**src/rtl/fp4dq_pkg.sv**
```systemverilog
`timescale 1ns/1ps
package fp4dq_pkg;

    localparam int BYTE_W      = 8;
    localparam int NIB_W       = 4;
    localparam int WORD_W      = 32;
    localparam int EXP_W       = 8;
    localparam int MAN_W       = 23;
    localparam int SCALE_BIAS  = 127;
    localparam int FP32_BIAS   = 127;
    localparam int EXP_MAX     = (1 << EXP_W) - 1;
    // exponent of the smallest nonzero grid value (0.5)
    localparam int GRID_EXP_LO = FP32_BIAS - 1;

    typedef enum logic {
        PH_SCALE = 1'b0,
        PH_DATA  = 1'b1
    } in_phase_t;

    typedef struct packed {
        logic [NIB_W-1:0]  code;
        logic [BYTE_W-1:0] scale;
        logic              last;
    } nib_item_t;

    typedef struct packed {
        logic             sign;
        logic [EXP_W-1:0] exp;
        logic [MAN_W-1:0] man;
    } fp32_t;

    typedef struct packed {
        logic  last;
        fp32_t word;
    } out_item_t;

    // Grid value -> FP32 with the block scale folded into the exponent.
    // Magnitude codes pair up per octave: code[2:1] selects the octave and
    // code[0] adds the half step, except for code 1 which is 0.5 exactly.
    function automatic fp32_t fp4_expand(input logic [NIB_W-1:0]  code,
                                         input logic [BYTE_W-1:0] scale);
        fp32_t      r;
        logic [1:0] octave;
        logic       half;
        int         e_sum;
        octave = code[2:1];
        half   = code[0] & (octave != 2'd0);
        e_sum  = GRID_EXP_LO + int'(octave) + int'(scale) - SCALE_BIAS;
        r.sign = code[NIB_W-1];
        r.exp  = '0;
        r.man  = '0;
        if (code[NIB_W-2:0] != '0) begin
            if (e_sum >= EXP_MAX) begin
                r.exp = EXP_W'(EXP_MAX);
            end else if (e_sum > 0) begin
                r.exp = e_sum[EXP_W-1:0];
                r.man = {half, {(MAN_W-1){1'b0}}};
            end
        end
        return r;
    endfunction

endpackage

```
**src/rtl/fp4dq_unpack.sv**
```systemverilog
`timescale 1ns/1ps
module fp4dq_unpack
    import fp4dq_pkg::*;
#(
    parameter int BLOCK_ELEMS = 32
) (
    input  logic              clk,
    input  logic              rst,
    input  logic              in_valid,
    output logic              in_ready,
    input  logic [BYTE_W-1:0] in_data,
    output logic              nib_valid,
    input  logic              nib_ready,
    output nib_item_t         nib_item
);

    localparam int CNT_W = $clog2(BLOCK_ELEMS);

    in_phase_t         phase;
    logic [BYTE_W-1:0] scale_q;
    logic [BYTE_W-1:0] byte_q;
    logic              byte_vld;
    logic              hi_sel;
    logic [CNT_W-1:0]  elem_cnt;
    logic              is_last;
    logic              nib_fire;
    logic              in_fire;

    assign is_last   = (elem_cnt == CNT_W'(BLOCK_ELEMS - 1));
    assign nib_valid = byte_vld;
    assign nib_fire  = nib_valid && nib_ready;
    assign in_fire   = in_valid && in_ready;

    // A new data byte may enter while the high nibble of the held byte
    // leaves, except at the end of a block where a scale byte is due next.
    always_comb begin
        if (phase == PH_SCALE) begin
            in_ready = 1'b1;
        end else begin
            in_ready = !byte_vld || (hi_sel && nib_ready && !is_last);
        end
    end

    always_comb begin
        nib_item.code  = hi_sel ? byte_q[BYTE_W-1:NIB_W] : byte_q[NIB_W-1:0];
        nib_item.scale = scale_q;
        nib_item.last  = is_last;
    end

    always_ff @(posedge clk) begin
        if (rst) begin
            phase    <= PH_SCALE;
            scale_q  <= '0;
            byte_q   <= '0;
            byte_vld <= 1'b0;
            hi_sel   <= 1'b0;
            elem_cnt <= '0;
        end else begin
            if (nib_fire) begin
                elem_cnt <= is_last ? '0 : elem_cnt + 1'b1;
                if (hi_sel) begin
                    byte_vld <= 1'b0;
                    hi_sel   <= 1'b0;
                end else begin
                    hi_sel <= 1'b1;
                end
                if (is_last) begin
                    phase <= PH_SCALE;
                end
            end
            if (in_fire) begin
                if (phase == PH_SCALE) begin
                    scale_q <= in_data;
                    phase   <= PH_DATA;
                end else begin
                    byte_q   <= in_data;
                    byte_vld <= 1'b1;
                    hi_sel   <= 1'b0;
                end
            end
        end
    end

endmodule

```
**src/rtl/fp4dq_expand.sv**
```systemverilog
`timescale 1ns/1ps
module fp4dq_expand
    import fp4dq_pkg::*;
(
    input  nib_item_t nib_item,
    output out_item_t out_item
);

    always_comb begin
        out_item.word = fp4_expand(nib_item.code, nib_item.scale);
        out_item.last = nib_item.last;
    end

endmodule

```
**src/rtl/fp4dq_outreg.sv**
```systemverilog
`timescale 1ns/1ps
module fp4dq_outreg #(
    parameter int W = 33
) (
    input  logic         clk,
    input  logic         rst,
    input  logic         up_valid,
    output logic         up_ready,
    input  logic [W-1:0] up_data,
    output logic         dn_valid,
    input  logic         dn_ready,
    output logic [W-1:0] dn_data
);

    logic         vld_q;
    logic [W-1:0] data_q;

    assign up_ready = !vld_q || dn_ready;
    assign dn_valid = vld_q;
    assign dn_data  = data_q;

    always_ff @(posedge clk) begin
        if (rst) begin
            vld_q  <= 1'b0;
            data_q <= '0;
        end else if (up_ready) begin
            vld_q <= up_valid;
            if (up_valid) begin
                data_q <= up_data;
            end
        end
    end

endmodule

```
**src/rtl/fp4_block_dequant.sv**
```systemverilog
`timescale 1ns/1ps
module fp4_block_dequant
    import fp4dq_pkg::*;
#(
    parameter int BLOCK_ELEMS = 32
) (
    input  logic        clk,
    input  logic        rst,
    input  logic        in_valid,
    output logic        in_ready,
    input  logic [7:0]  in_data,
    output logic        out_valid,
    input  logic        out_ready,
    output logic [31:0] out_data,
    output logic        out_last
);

    localparam int ITEM_W = $bits(out_item_t);

    nib_item_t nib_item;
    logic      nib_valid;
    logic      nib_ready;
    out_item_t exp_item;
    out_item_t reg_item;

    fp4dq_unpack #(
        .BLOCK_ELEMS(BLOCK_ELEMS)
    ) u_unpack (
        .clk      (clk),
        .rst      (rst),
        .in_valid (in_valid),
        .in_ready (in_ready),
        .in_data  (in_data),
        .nib_valid(nib_valid),
        .nib_ready(nib_ready),
        .nib_item (nib_item)
    );

    fp4dq_expand u_expand (
        .nib_item(nib_item),
        .out_item(exp_item)
    );

    fp4dq_outreg #(
        .W(ITEM_W)
    ) u_outreg (
        .clk     (clk),
        .rst     (rst),
        .up_valid(nib_valid),
        .up_ready(nib_ready),
        .up_data (exp_item),
        .dn_valid(out_valid),
        .dn_ready(out_ready),
        .dn_data (reg_item)
    );

    assign out_data = reg_item.word;
    assign out_last = reg_item.last;

endmodule

```
**config.mk**
```make
export PLATFORM = sky130hd
export DESIGN_NAME = fp4_block_dequant
export DESIGN_NICKNAME = d
export VERILOG_FILES = /design/src/rtl/fp4dq_pkg.sv /design/src/rtl/fp4dq_unpack.sv /design/src/rtl/fp4dq_expand.sv /design/src/rtl/fp4dq_outreg.sv /design/src/rtl/fp4_block_dequant.sv
export SDC_FILE = /design/constraint.sdc
export NUM_CORES = 1
export LEC_CHECK = 0
export BUFFER_PORTS_ARGS = -buffer_cell sky130_fd_sc_hd__buf_2
export CAP_MARGIN = 10
export CORE_ASPECT_RATIO = 0.5
export CORE_MARGIN = 2
export CORE_UTILIZATION = 54
export CTS_CLUSTER_SIZE = 28
export DETAILED_ROUTE_END_ITERATION = 10
export MAX_ROUTING_LAYER = met4
export PLACE_DENSITY = 0.87
export SLEW_MARGIN = 15
export SYNTH_ARGS = -nofsm -noshare
export SYNTH_HDL_FRONTEND = slang
export SYNTH_SLANG_ARGS = --single-unit
```
**constraint.sdc**
```tcl
create_clock -name clk -period 3.8 [get_ports clk]
set_input_delay 0.57 -clock clk [delete_from_list [all_inputs] [get_ports clk]]
set_output_delay 0.57 -clock clk [all_outputs]
set_load 0.1 [all_outputs]
```
== After elaboration in Yosys (flattened, before gate mapping) ==
Index checks and enable logic that the tools add are counted.

* Register bits after elaboration: 58
* Input port bits: 12
* Word-level logic and storage cells: 50

* Add/subtract/negate cells: 4
* Magnitude comparators: 2
* Equality and inequality tests: 1
* Muxes and demuxes: 19
* Bitwise operators: 2
* Reductions and logical operators: 14

{| class="wikitable"
|+ Operator list
! kind !! number
|-
| 2-to-1 mux 31 bit || 2
|-
| adder 32 x 9 -> 32 bit || 1
|-
| greater-or-equal comparator 32 x 9 -> 1 bit (second input constant) || 1
|-
| > comparator 32 x 1 -> 1 bit (second input constant) || 1
|-
| subtractor 32 x 8 -> 32 bit (second input constant) || 1
|-
| 2-to-1 mux 23 bit || 1
|-
| 2-to-1 mux 1 bit || 13
|-
| adder 7 x 2 -> 8 bit (first input constant) || 1
|-
| 2-to-1 mux 8 bit || 1
|-
| AND reduction 2 bit || 3
|-
| adder 5 x 1 -> 5 bit (second input constant) || 1
|-
| equality test 5 bit (second input constant) || 1
|-
| 2-to-1 mux 5 bit || 1
|-
| logical AND 1 bit || 4
|-
| 2-to-1 mux 4 bit || 1
|-
| zero test 1 bit || 3
|-
| nonzero test 3 bit || 1
|-
| logical OR 1 bit || 2
|-
| nonzero test 2 bit || 1
|-
| AND 1 bit || 1
|-
| NOT 1 bit || 1
|}

== Depth between registers and ports, before layout ==
* Depth in word-level cells: 8
* Depth in mapped cells: 15

== Cells and area by module ==
Synthesis repeated with hierarchy kept, for this count alone.

* Cells, all modules: 398
* Area, all modules: 3,674.8 µm²

{| class="wikitable"
|+ Modules (own cells, without submodules)
! module !! times used !! cells an instance !! area an instance (µm²)
|-
| fp4dq_outreg || 1 || 155 || 1,621.6
|-
| fp4dq_expand || 1 || 135 || 1,056.0
|-
| fp4dq_unpack || 1 || 108 || 997.2
|}

== Least setup slack after synthesis ==
No wires, ideal clock.

* Kind: register to register
* From: register u_unpack.hi_sel
* To: register u_outreg.data_q[22], in the netlist u_outreg.dn_data[22]
* Library setup time: 87 ps
* Arrival: 3,392 ps
* Path slack: 321 ps
* Stages on the path, launching flop included: 15
* Cells stage by stage: dfxtp_1 -> buf_2 -> mux2i_1 -> ha_1 -> ha_1 -> a21o_1 -> and4_4 -> o31a_1 -> o21a_1 -> nor2_1 -> ha_1 -> nor3b_1 -> o31ai_4 -> a41o_1 -> o31ai_1

* Longest elaborated chain between the ends: 8
* Elaborated cells on any way between the ends: 12
* Those cells by class: add/sub: 3; order compare: 2; mux: 4; bitwise: 1; reduce/logical: 2

{| class="wikitable"
|+ Ends and longest elaborated chain
! element !! line !! RTL
|-
| from (decl) || fp4dq_unpack.sv:23 || <nowiki>logic hi_sel;</nowiki>
|-
| from (signal assigned) || fp4dq_unpack.sv:56 || <nowiki>hi_sel <= 1'b0;</nowiki>
|-
| from (signal assigned) || fp4dq_unpack.sv:63 || <nowiki>hi_sel <= 1'b0;</nowiki>
|-
| from (signal assigned) || fp4dq_unpack.sv:65 || <nowiki>hi_sel <= 1'b1;</nowiki>
|-
| 2-to-1 mux 4 bit (*) || fp4dq_unpack.sv:45 || <nowiki>nib_item.code = hi_sel ? byte_q[BYTE_W-1:NIB_W] : byte_q[NIB_W-1:0];</nowiki>
|-
| adder 7 x 2 -> 8 bit || fp4dq_pkg.sv:48 || <nowiki>e_sum = GRID_EXP_LO + int'(octave) + int'(scale) - SCALE_BIAS;</nowiki>
|-
| adder 32 x 9 -> 32 bit || fp4dq_pkg.sv:48 ||
|-
| subtractor 32 x 8 -> 32 bit || fp4dq_pkg.sv:48 ||
|-
| > comparator 32 x 1 -> 1 bit || fp4dq_pkg.sv:55 || <nowiki>end else if (e_sum > 0) begin</nowiki>
|-
| 2-to-1 mux 31 bit || fp4dq_pkg.sv:55 ||
|-
| 2-to-1 mux 23 bit || fp4dq_pkg.sv:53 || <nowiki>if (e_sum >= EXP_MAX) begin</nowiki>
|-
| 2-to-1 mux 31 bit (*) || fp4dq_pkg.sv:52 || <nowiki>if (code[NIB_W-2:0] != '0) begin</nowiki>
|-
| to (signal assigned) || fp4dq_outreg.sv:29 || <nowiki>data_q <= up_data;</nowiki>
|-
| to (decl) || fp4dq_outreg.sv:16 || <nowiki>logic [W-1:0] data_q;</nowiki>
|}

Every way passes the cells marked *; elsewhere a longest branch is shown, timed or not.
A chain may end at the register's enable or synchronous reset.

== Final worst setup path ==
Ends and elaborated chain as after synthesis.

==> metrics <==
antenna cells=0; Post-Syn Instances=242; Total Wirelength=4040 microns; CTS Hold Bufs=0; register area share after synthesis=34.5%; Post-Syn Area per Cell=8.63 sq um; DRC violations left=0; post-synthesis register bit count=36; Root Buffer Master=clkbuf_8; metal2 WL=1820 microns; maximum root-to-sink buffer count=2; Post-Layout Inst Area=0.00223 sq mm; final core utilization=62.6%; Worst-Margin Slew=667 ps; clock sink total=36; drt pass-1 iters=4; crit share post-route=92.7%; CP Max Fanout=9; reg2reg end=u_outreg.dn_data[22]$_SDFFE_PP0P_; clock skew=9.19 ps; gpl congestion=0.850; Worst-path clk slew=80 ps; die width=91.9 microns; Area growth syn-to-layout=6.95%; reg-to-reg setup timing slack=280 ps; met3 wire len=243 microns; leading cell type in the layout, fill and taps excluded=dfxtp_1; WHS Path Cells=2; IO Port Bufs=24; full die area=0.00441 sq mm; Worst VDD drop=0.000276 V; r2r startpoint=u_unpack.hi_sel$_SDFF_PP0_; row cnt=15; Remaining Overflow, GRT=0; status=finished, final reports clean; die height=48.0 microns; Top Metal Used=met4; Arrival @ worst endpoint=3730 ps; Fin. Hold Viols=0; Cell Area, Placed=0.00213 sq mm; DP HPWL=3030 microns; filler cell count=299; min-delay src=u_outreg.dn_data[30]$_SDFFE_PP0P_; mapped cell area=0.00209 sq mm; minimum clock period=3520 ps; clock latency on the worst-skew pair=290 ps; Final WS setup=276 ps; ys flop type=dfxtp_1; EDFF count, synth=0; setup TNS=0 ps; CTS Buf Count=5; total power=1.02 mW; worst min path class=reg2reg; WL per Instance=12.8 microns; final setup violation count=0; IO Pins=47; Pleak=0.959 nW; pin count of the biggest net entering global routing=38; async set-reset flop share out of synthesis=0%; fmax=284 MHz; CTS tree=built; Max H-tree Level=2; CORE AREA=0.00357 sq mm; Initial Utilization=58.6%; vias in the first global route=1,462; worst setup path class=reg2reg; M1 WL=1940 microns; first-pass GRT wire length=6460 microns; Hold Path End=u_outreg.dn_data[30]$_SDFFE_PP0P_; max-cap violations=0; Nets=294; initial antenna violation count=0; relative slew slack=55.4%; share of layout cells above drive strength 1=14.8%; Slew Viols, Final=0; most frequent cells in the layout=36 x dfxtp_1, 34 x nand2_1, 28 x a21oi_1; Reg2Reg Depth=13; vias after detailed routing=1,637; YS warnings=0; Pwr Density=456 mW/mm^2; Req. time, crit path=4010 ps; critical path startpoint category=register; Place WS=155 ps; GRT Total Usage=19.8%; drt via density=5.20; Synth cell types=40; Post-CTS Setup Bufs=0; 1st-iter DRT viols=64; post-route ant nets=0; Worst Setup End Kind=register
## per-layer routing
layer / up-vias / global-route usage (%)
met5: - / -
met4: 0 / 8.66
met3: 6 / 4.88
met2: 66 / 34.3
met1: 734 / 23.1
li1: 831 / -
## worst max path at each step
stage / from / end / depth (start not counted) / slack [ps]
after global placement: u_unpack.hi_sel$_SDFF_PP0_ / u_outreg.dn_data[22]$_SDFFE_PP0P_ / 13 / 330
final: u_unpack.hi_sel$_SDFF_PP0_ / u_outreg.dn_data[22]$_SDFFE_PP0P_ / 13 / 280
after CTS: u_unpack.hi_sel$_SDFF_PP0_ / u_outreg.dn_data[22]$_SDFFE_PP0P_ / 13 / 110
after global routing: u_unpack.hi_sel$_SDFF_PP0_ / u_outreg.dn_data[22]$_SDFFE_PP0P_ / 13 / -2
after floorplan: u_unpack.hi_sel$_SDFF_PP0_ / u_outreg.dn_data[22]$_SDFFE_PP0P_ / 14 / 320
after detailed placement: u_unpack.hi_sel$_SDFF_PP0_ / u_outreg.dn_data[22]$_SDFFE_PP0P_ / 13 / 160
## logic make-up after synthesis
logic type / Yosys count / synth area share (%)
buf+inv: 39 / 12.0
flops: 36 / 34.5
compound gates: 51 / 16.2
other cells: 1 / 0.180
fa+ha+maj: 19 / 11.7
xor+xnor: 5 / 2.10
mux: 12 / 5.75
simple gates: 79 / 17.4
## worst max-delay path, stage by stage (launching register included)
cell and delay (ps):
dfxtp_1 360, mux2i_2 430, ha_1 350, ha_1 310
a21o_1 180, and4_4 190, o31a_1 290, o21a_1 180
nor2_1 80, ha_1 120, nor3b_1 340, o31ai_4 200
a41o_1 240, o31ai_1 170
## flip-flops by register name, indices dropped and copies added (netlist names)
| name | flops |
|---|---|
| u_unpack.byte_q | 8 |
| u_unpack.scale_q | 8 |
| u_outreg.dn_data | 11 |
| u_unpack.elem_cnt | 5 |
| u_unpack.nib_valid | 1 |
| u_unpack.phase | 1 |
| u_outreg.dn_valid | 1 |
| u_unpack.hi_sel | 1 |
## synth_stat cells, types with 2 or more instances
master    number  share of area, %
a21o_1         4               1.4
a21oi_1       28               6.7
and3_1         4               1.2
buf_2          3              0.72
buf_4         23               8.3
buf_6          2               1.1
clkbuf_1       4              0.72
dfxtp_1       36                35
ha_1          18                11
inv_1          7               1.3
mux2i_1       12               5.8
nand2_1       34               6.1
nand2b_1       5               1.5
nand3b_1       2              0.72
nor2_1        19               3.4
nor3_1         5               1.2
nor4_1         3              0.90
o21ai_1        8               1.9
xnor2_1        3               1.3
xor2_1         2              0.84
## per-stage QoR
stage                     hold slack, ps  instances
after detailed placement             445        307
after global placement               440        307
after global routing                 480        315
after CTS                            456        315
after floorplan                      434        263
final                                454        315
## power breakdown
group | internal [mW] | switching (mW) | total [mW]
registers | 0.393 | 0.0114 | 0.404
clock network | 0.148 | 0.144 | 0.292
logic | 0.0821 | 0.240 | 0.322
## repair_timing
action                                 in CTS  in global routing
gates resized for setup                     0                  1
setup endpoints to repair                   0                  9
endpoints found under the hold margin       0                  0
## final cells by class
class / count / area (sq um) / share of cell area, %
well taps: 51 / 63.8 / 2.86
clock buffers: 6 / 82.6 / 3.70
repair buffers: 25 / 128 / 5.71
inverters: 7 / 26.3 / 1.18
clock inverters: 2 / 13.8 / 0.616
flip-flops and latches: 36 / 721 / 32.3
multi-input cells: 188 / 1200 / 53.7
(Power assumes the default switching activity.)
